`config.mk`:
```
export PLATFORM = sky130hd
export DESIGN_NAME = keysense_irq_comb
export DESIGN_NICKNAME = d
export VERILOG_FILES = /design/src/rtl/keysense_pkg.sv /design/src/rtl/keysense_rst_sync.sv /design/src/rtl/keysense_sync.sv /design/src/rtl/keysense_regs.sv /design/src/rtl/keysense_detect.sv /design/src/rtl/keysense_irq_comb.sv
export SDC_FILE = /design/constraint.sdc
export NUM_CORES = 1
export LEC_CHECK = 0
export BUFFER_PORTS_ARGS = -buffer_cell sky130_fd_sc_hd__buf_2
export CORE_MARGIN = 1.5
export CORE_UTILIZATION = 53
export DETAILED_ROUTE_END_ITERATION = 8
export GPL_ROUTABILITY_DRIVEN = 0
export MAX_ROUTING_LAYER = met4
export PLACE_DENSITY = 0.76
export SYNTH_ARGS = -nofsm -noshare
export SYNTH_HDL_FRONTEND = slang
export SYNTH_HIERARCHICAL = 1
export SYNTH_SLANG_ARGS = --single-unit
```
`constraint.sdc`:
```
create_clock -name clk -period 1.8 [get_ports clk]
set_input_delay 0.36 -clock clk [delete_from_list [all_inputs] [get_ports clk]]
set_output_delay 0.36 -clock clk [all_outputs]
set_load 0.01 [all_outputs]
```
`src/rtl/keysense_pkg.sv`:
```
package keysense_pkg;

  localparam int unsigned KS_ADDR_W = 2;

  localparam logic [KS_ADDR_W-1:0] KS_ADDR_MASK  = 2'd0;
  localparam logic [KS_ADDR_W-1:0] KS_ADDR_CTRL  = 2'd1;
  localparam logic [KS_ADDR_W-1:0] KS_ADDR_CLEAR = 2'd2;

  localparam int unsigned KS_CTRL_EN_BIT   = 0;
  localparam int unsigned KS_CTRL_MODE_BIT = 1;

  typedef enum logic {
    SENSE_LOW  = 1'b0,
    SENSE_FALL = 1'b1
  } sense_e;

endpackage

```
`src/rtl/keysense_rst_sync.sv`:
```
module keysense_rst_sync #(
  parameter int unsigned STAGES = 2
) (
  input  logic clk,
  input  logic rst_n,
  output logic rst_q_n
);

  logic [STAGES-1:0] chain_q;
  logic [STAGES-1:0] chain_d;

  always_comb begin
    chain_d = {chain_q[STAGES-2:0], 1'b1};
  end

  always_ff @(posedge clk or negedge rst_n) begin
    if (!rst_n) begin
      chain_q <= '0;
    end else begin
      chain_q <= chain_d;
    end
  end

  assign rst_q_n = chain_q[STAGES-1];

endmodule

```
`src/rtl/keysense_sync.sv`:
```
module keysense_sync #(
  parameter int unsigned WIDTH  = 8,
  parameter int unsigned STAGES = 2
) (
  input  logic             clk,
  input  logic             rst_n,
  input  logic [WIDTH-1:0] pin_async,
  output logic [WIDTH-1:0] pin_sync
);

  for (genvar b = 0; b < WIDTH; b++) begin : g_bit
    logic [STAGES-1:0] stage_q;
    logic [STAGES-1:0] stage_d;

    always_comb begin
      stage_d = {stage_q[STAGES-2:0], pin_async[b]};
    end

    // Idle level of a key-sense pin is high, so the chain resets to ones.
    always_ff @(posedge clk or negedge rst_n) begin
      if (!rst_n) begin
        stage_q <= '1;
      end else begin
        stage_q <= stage_d;
      end
    end

    assign pin_sync[b] = stage_q[STAGES-1];
  end

endmodule

```
`src/rtl/keysense_regs.sv`:
```
module keysense_regs
  import keysense_pkg::*;
#(
  parameter int unsigned N_KEYS = 8
) (
  input  logic                 clk,
  input  logic                 rst_n,
  input  logic                 wr_en,
  input  logic [KS_ADDR_W-1:0] wr_addr,
  input  logic [N_KEYS-1:0]    wr_data,
  output logic [N_KEYS-1:0]    mask_q,
  output logic                 en_q,
  output sense_e               mode_q,
  output logic                 clr_pulse
);

  logic              mask_we;
  logic              ctrl_we;
  logic [N_KEYS-1:0] mask_d;
  logic              en_d;
  sense_e            mode_d;

  always_comb begin
    mask_we   = wr_en && (wr_addr == KS_ADDR_MASK);
    ctrl_we   = wr_en && (wr_addr == KS_ADDR_CTRL);
    clr_pulse = wr_en && (wr_addr == KS_ADDR_CLEAR) && wr_data[0];

    mask_d = mask_q;
    en_d   = en_q;
    mode_d = mode_q;
    if (mask_we) begin
      mask_d = wr_data;
    end
    if (ctrl_we) begin
      en_d   = wr_data[KS_CTRL_EN_BIT];
      mode_d = sense_e'(wr_data[KS_CTRL_MODE_BIT]);
    end
  end

  always_ff @(posedge clk or negedge rst_n) begin
    if (!rst_n) begin
      mask_q <= '1;
      en_q   <= 1'b0;
      mode_q <= SENSE_LOW;
    end else begin
      mask_q <= mask_d;
      en_q   <= en_d;
      mode_q <= mode_d;
    end
  end

endmodule

```
`src/rtl/keysense_detect.sv`:
```
module keysense_detect #(
  parameter int unsigned N_KEYS = 8
) (
  input  logic              clk,
  input  logic              rst_n,
  input  logic [N_KEYS-1:0] pin_sync,
  input  logic [N_KEYS-1:0] mask,
  output logic              fall_hit,
  output logic              level_hit
);

  logic [N_KEYS-1:0] prev_q;
  logic [N_KEYS-1:0] prev_d;
  logic [N_KEYS-1:0] fall_vec;
  logic [N_KEYS-1:0] low_vec;

  // History follows the pins whether masked or not, so unmasking a pin
  // that is already low sees no transition.
  always_comb begin
    prev_d    = pin_sync;
    fall_vec  = prev_q & ~pin_sync & ~mask;
    low_vec   = ~pin_sync & ~mask;
    fall_hit  = |fall_vec;
    level_hit = |low_vec;
  end

  always_ff @(posedge clk or negedge rst_n) begin
    if (!rst_n) begin
      prev_q <= '1;
    end else begin
      prev_q <= prev_d;
    end
  end

endmodule

```
`src/rtl/keysense_irq_comb.sv`:
```
module keysense_irq_comb
  import keysense_pkg::*;
#(
  parameter int unsigned N_KEYS      = 8,
  parameter int unsigned SYNC_STAGES = 2,
  parameter int unsigned RST_STAGES  = 2
) (
  input  logic                 clk,
  input  logic                 rst_n,
  input  logic [N_KEYS-1:0]    key_in,
  input  logic                 wr_en,
  input  logic [KS_ADDR_W-1:0] wr_addr,
  input  logic [N_KEYS-1:0]    wr_data,
  output logic                 irq_req
);

  logic              rst_q_n;
  logic [N_KEYS-1:0] sync_key;
  logic [N_KEYS-1:0] mask_q;
  logic              en_q;
  sense_e            mode_q;
  logic              clr_pulse;
  logic              fall_hit;
  logic              level_hit;
  logic              flag_q;
  logic              flag_d;
  logic              fall_mode;

  keysense_rst_sync #(.STAGES(RST_STAGES)) u_rst (
    .clk     (clk),
    .rst_n   (rst_n),
    .rst_q_n (rst_q_n)
  );

  keysense_sync #(.WIDTH(N_KEYS), .STAGES(SYNC_STAGES)) u_sync (
    .clk       (clk),
    .rst_n     (rst_q_n),
    .pin_async (key_in),
    .pin_sync  (sync_key)
  );

  keysense_regs #(.N_KEYS(N_KEYS)) u_regs (
    .clk       (clk),
    .rst_n     (rst_q_n),
    .wr_en     (wr_en),
    .wr_addr   (wr_addr),
    .wr_data   (wr_data),
    .mask_q    (mask_q),
    .en_q      (en_q),
    .mode_q    (mode_q),
    .clr_pulse (clr_pulse)
  );

  keysense_detect #(.N_KEYS(N_KEYS)) u_det (
    .clk       (clk),
    .rst_n     (rst_q_n),
    .pin_sync  (sync_key),
    .mask      (mask_q),
    .fall_hit  (fall_hit),
    .level_hit (level_hit)
  );

  // A new edge takes priority over a clear on the same edge.
  always_comb begin
    fall_mode = (mode_q == SENSE_FALL);
    flag_d    = flag_q;
    if (fall_mode && fall_hit) begin
      flag_d = 1'b1;
    end else if (clr_pulse) begin
      flag_d = 1'b0;
    end
  end

  always_ff @(posedge clk or negedge rst_q_n) begin
    if (!rst_q_n) begin
      flag_q <= 1'b0;
    end else begin
      flag_q <= flag_d;
    end
  end

  assign irq_req = en_q & (fall_mode ? flag_q : level_hit);

endmodule

```
# Word-level counts from Yosys, hierarchy flattened
# Index checks and enable logic that the tools add are counted.
# classes
n_eq_ne	2
muxes	3
n_bitwise	6
n_reduce_logical	9
# ops
cell	count
$and A8 B8 Y8	3
$not A8 Y8	2
$reduce_or A8 Y1	2
$logic_and A1 B1 Y1	5
$mux W1	3
$eq A2 B1 Y1 const B	1
$eq A2 B2 Y1 const B	1
$logic_not A2 Y1	1
$reduce_bool A2 Y1	1
$and A1 B1 Y1	1
# totals
ff_bits	37
word_cells	34

# Depth between registers and ports, before layout
# depth
depth_word	6
depth_mapped	6

# By module
# The synthesis kept the hierarchy.
# modules_own_cells
module	n_inst	cells_each	area_each_um2	seq_area_each_um2
keysense_sync	1	24	480.5	420.4
keysense_regs	1	23	410.4	260.2
keysense_detect	1	25	311.5	210.2
keysense_irq_comb	1	6	53.8	25.0
keysense_rst_sync	1	3	53.8	50.0

# Least setup slack after synthesis
# No wires, ideal clock.
# synth_timing
kind	reg2out
start	reg u_sync.g_bit[2].stage_q[1]
end	out irq_req
t_arrival_ns	1.150
required_time_ns	1.440
setup_slack_ns	0.290
stages_incl_launch_ff	7
path_buffers	1
cell_sequence	dfstp_2 -> buf_4 -> nor2_1 -> nor4_1 -> nand2_1 -> mux2i_1 -> nor2b_1
# synth_between
elab_chain_len	5
# synth_lines
element	line	text
start: declaration	keysense_sync.sv:12	logic [STAGES-1:0] stage_q;
start signal: assignment	keysense_sync.sv:24	stage_q <= stage_d;
$not A8 Y8	keysense_detect.sv:22	low_vec = ~pin_sync & ~mask;
$and A8 B8 Y8	keysense_detect.sv:22	
$reduce_or A8 Y1	keysense_detect.sv:24	level_hit = |low_vec;
net level_hit	keysense_irq_comb.sv:24	logic level_hit;
$mux W1	keysense_irq_comb.sv:82	assign irq_req = en_q & (fall_mode ? flag_q : level_hit);
$and A1 B1 Y1	keysense_irq_comb.sv:82	
end: declaration	keysense_irq_comb.sv:14	output logic irq_req
# The timed path passes the listed nets, and every way through them passes these cells.

# Worst setup path in the final report
# layout_timing
start	reg u_sync.g_bit[3].stage_q[1]
end	out irq_req
# layout_between
elab_chain_len	5
# layout_lines
element	line
start: declaration	keysense_sync.sv:12
start signal: assignment	keysense_sync.sv:24
$not A8 Y8	keysense_detect.sv:22
$and A8 B8 Y8	keysense_detect.sv:22
$reduce_or A8 Y1	keysense_detect.sv:24
net level_hit	keysense_irq_comb.sv:24
$mux W1	keysense_irq_comb.sv:82
$and A1 B1 Y1	keysense_irq_comb.sv:82
# The timed path passes the listed nets, and every way through them passes these cells.

==> reports/results.ini <==
[min_path]
hold_class = primary input to register

[finish]
final-instance-count-excl-fill = 135
final_area_um2 = 1500
drive_gt1_frac = 0.729
diodes = 0
syn2layout_area_growth_pct = 14.3
nets = 127

[sta]
finalCriticalPeriod_ps = 1930
tns_ps = -132
slew_violations = 0
period_share = 1.07
setup_slack_ps = -132
hold_violations = 0
fmax_ghz = 0.518
max_slew_margin = 0.663
rsz0062_at_grt = yes
finalSetupViolCount = 1
tightest_slew_ps = 505
fin_skew_ps = 8.57

[synthesis]
ys.warnings.count = 6
synth_nets = 102
synthCells = 81
synth_area_um2 = 1310
syn_area_per_cell_um2 = 16.2
ys_seq_area_frac = 0.737
synthDistinctLibCells = 21
ys_ff_latch = 37

[floorplanning]
die_width_um = 52.7
die_h_um = 52.7
initial_core_util = 0.576
dieArea_um2 = 2780
rows = 17
coreArea_um2 = 2280
ioPinCount = 22

[cts]
cts_tree = yes
cts_max_level = 2
clk_latency_ps = 320
clk_pin_slew_ps = 100
cts_buffers = 5
cts_buffer_depth = 2
cts-root-buf = clkbuf_4
clock-sinks = 37

[detailed_routing]
num_vias = 673
wl_met1_um = 768
drt_wl_total_mm = 1.74
initialDrtViolationCount = 0
ant_nets = 0
met2_length_um = 842
route.met3.wl_um = 96
top_layer = met4
avgRoutedWirePerCell_um = 12.9
viasPerCell = 4.99
dr.pass1.iters = 1
drc_errors = 0

[critical_path]
cp.required_ps = 1440
crit_type = register to output port
critical_path.top_delay_family = flip-flops
crit_fanout = 2
cp_data_arrival_time_ps = 1570
crit_chain = nor2_2, nor4_2, nand2_1, mux2i_1, nor2b_1, buf_2
cpPeakStageDelay_ps = 560
cp_slowest_cell = dfstp_2
end_kind = output port
crit_buf_inv = 1
cp-start-kind = register

[outcome]
failed_checks = setup timing
outcome = finished with violations

[flow_run]
maxCapViolCount = 0

[placement]
placed_area_um2 = 1410
place_hpwl_mm = 1.27
post-place-cells = 124
portBuffers = 21

[global_routing]
grt_pass1_vias = 674
overflow = 0
grt_pass1_wl_mm = 2.85
grtUsageTotal = 0.157
grt_max_degree = 16
antenna_found_initial = 0

[pwr]
p_per_area_nw_per_um2 = 1060
power_leakage_uw = 0.000637
vdd_drop_max_uv = 705
power_uw = 1580

## synth_stat cells
cell / instances / area, um^2
nor3b_1: 3 / 22.5
nand3b_1: 1 / 7.51
a2111oi_2: 1 / 15.0
nor3_1: 1 / 5.00
mux2i_1: 1 / 10.0
nor2b_1: 1 / 6.26
and4b_2: 1 / 11.3
mux2_2: 10 / 113
nor3b_4: 1 / 18.8
nor4_1: 1 / 6.26
dfstp_2: 32 / 841
nor2_1: 6 / 22.5
nand3_1: 1 / 5.00
dfrtp_1: 5 / 125
conb_1: 1 / 3.75
buf_4: 8 / 60.1
o22ai_1: 1 / 6.26
a22oi_1: 2 / 15.0
o21ai_0: 1 / 5.00
nand2_1: 2 / 7.51
inv_1: 1 / 3.75
## worst paths after layout
| kind | startpoint | to | slack, ps | cells after the start |
|---|---|---|---|---|
| max | u_sync/g_bit[3].stage_q[1] | irq_req | -130 | 6 |
| min | key_in[5] | u_sync/g_bit[5].stage_q[0] | 120 | 1 |
| max reg2reg | u_sync/g_bit[3].stage_q[1] | flag_q | 400 | 6 |
| min reg2reg | u_sync/g_bit[0].stage_q[0] | u_sync/g_bit[0].stage_q[1] | 360 | 0 |
| max in group asynchronous | u_rst/chain_q[1] | u_det/prev_q[3] | 1080 | 1 |
| min in group asynchronous | rst_n | u_rst/chain_q[0] | 330 | 2 |
## per-stage QoR
| stage | hold WS [ps] | setup slack, ps | util |
|---|---|---|---|
| floorplan | 64.4 | 290 | - |
| global placement | 145 | 198 | 0.617 |
| detailed placement | 146 | 194 | 0.617 |
| CTS | 103 | -162 | 0.655 |
| global route | 94.3 | -244 | 0.658 |
| finish | 121 | -132 | 0.658 |
## power breakdown
part / internal, uW / leakage, uW / switching (uW) / total (uW)
clock network: 193 / 0.0000326 / 231 / 424
logic: 94.7 / 0.000212 / 71.3 / 166
registers: 953 / 0.000393 / 41.4 / 995
## placed cells by master, fill, tap and decap left out, types with 2 or more instances in the layout
cell type  synthesis  final
nor3b_1            3      3
mux2_2            10     10
dfrtp_1            5      5
buf_4              8      4
a22oi_1            2      2
dfstp_2           32     32
clkbuf_1           0      2
nand2_1            2      2
nor2_1             6      5
clkbuf_4           0      5
buf_2              0     21
## layer usage
| metal | GRT usage | vias to the layer above |
|---|---|---|
| li1 | - | 316 |
| met1 | 0.175 | 332 |
| met2 | 0.240 | 21 |
| met3 | 0.0686 | 4 |
| met4 | 0.0769 | 0 |
| met5 | - | - |
## registers in the layout (all words and copies together) (netlist names)
name                  count
flag_q                    1
u_det/prev_q              8
u_regs/en_q               1
u_regs/mask_q             8
u_regs/mode_q             1
u_rst/chain_q             2
u_sync/g_bit.stage_q     16
## area by class of cell
type / count / area [um^2]
fillers: 172 / 778
clock buffers: 8 / 58.8
multi-input cells: 35 / 289
well taps: 28 / 35.0
inverters: 1 / 3.75
repair buffers: 26 / 145
flip-flops and latches: 37 / 966
## what timing repair did
action,in CTS,in global routing
hold buffers,1,0
setup endpoints to repair,1,1
pin swaps,2,0
endpoints found under the hold margin,2,0
setup buffers,2,0
resized for setup,1,1
## cell families (layout without fill, tap and decap cells)
logic type | after synthesis | after routing | share of synthesized area
DFF | 37 | 37 | 0.737
and+or+nand+nor | 18 | 18 | 0.0860
muxes | 11 | 11 | 0.0936
buffers and inverters | 9 | 35 | 0.0487
AOI/OAI and AO/OA | 5 | 5 | 0.0315
other | 1 | 1 | 0.00286
No activity file was read; power rests on OpenSTA's default activity.
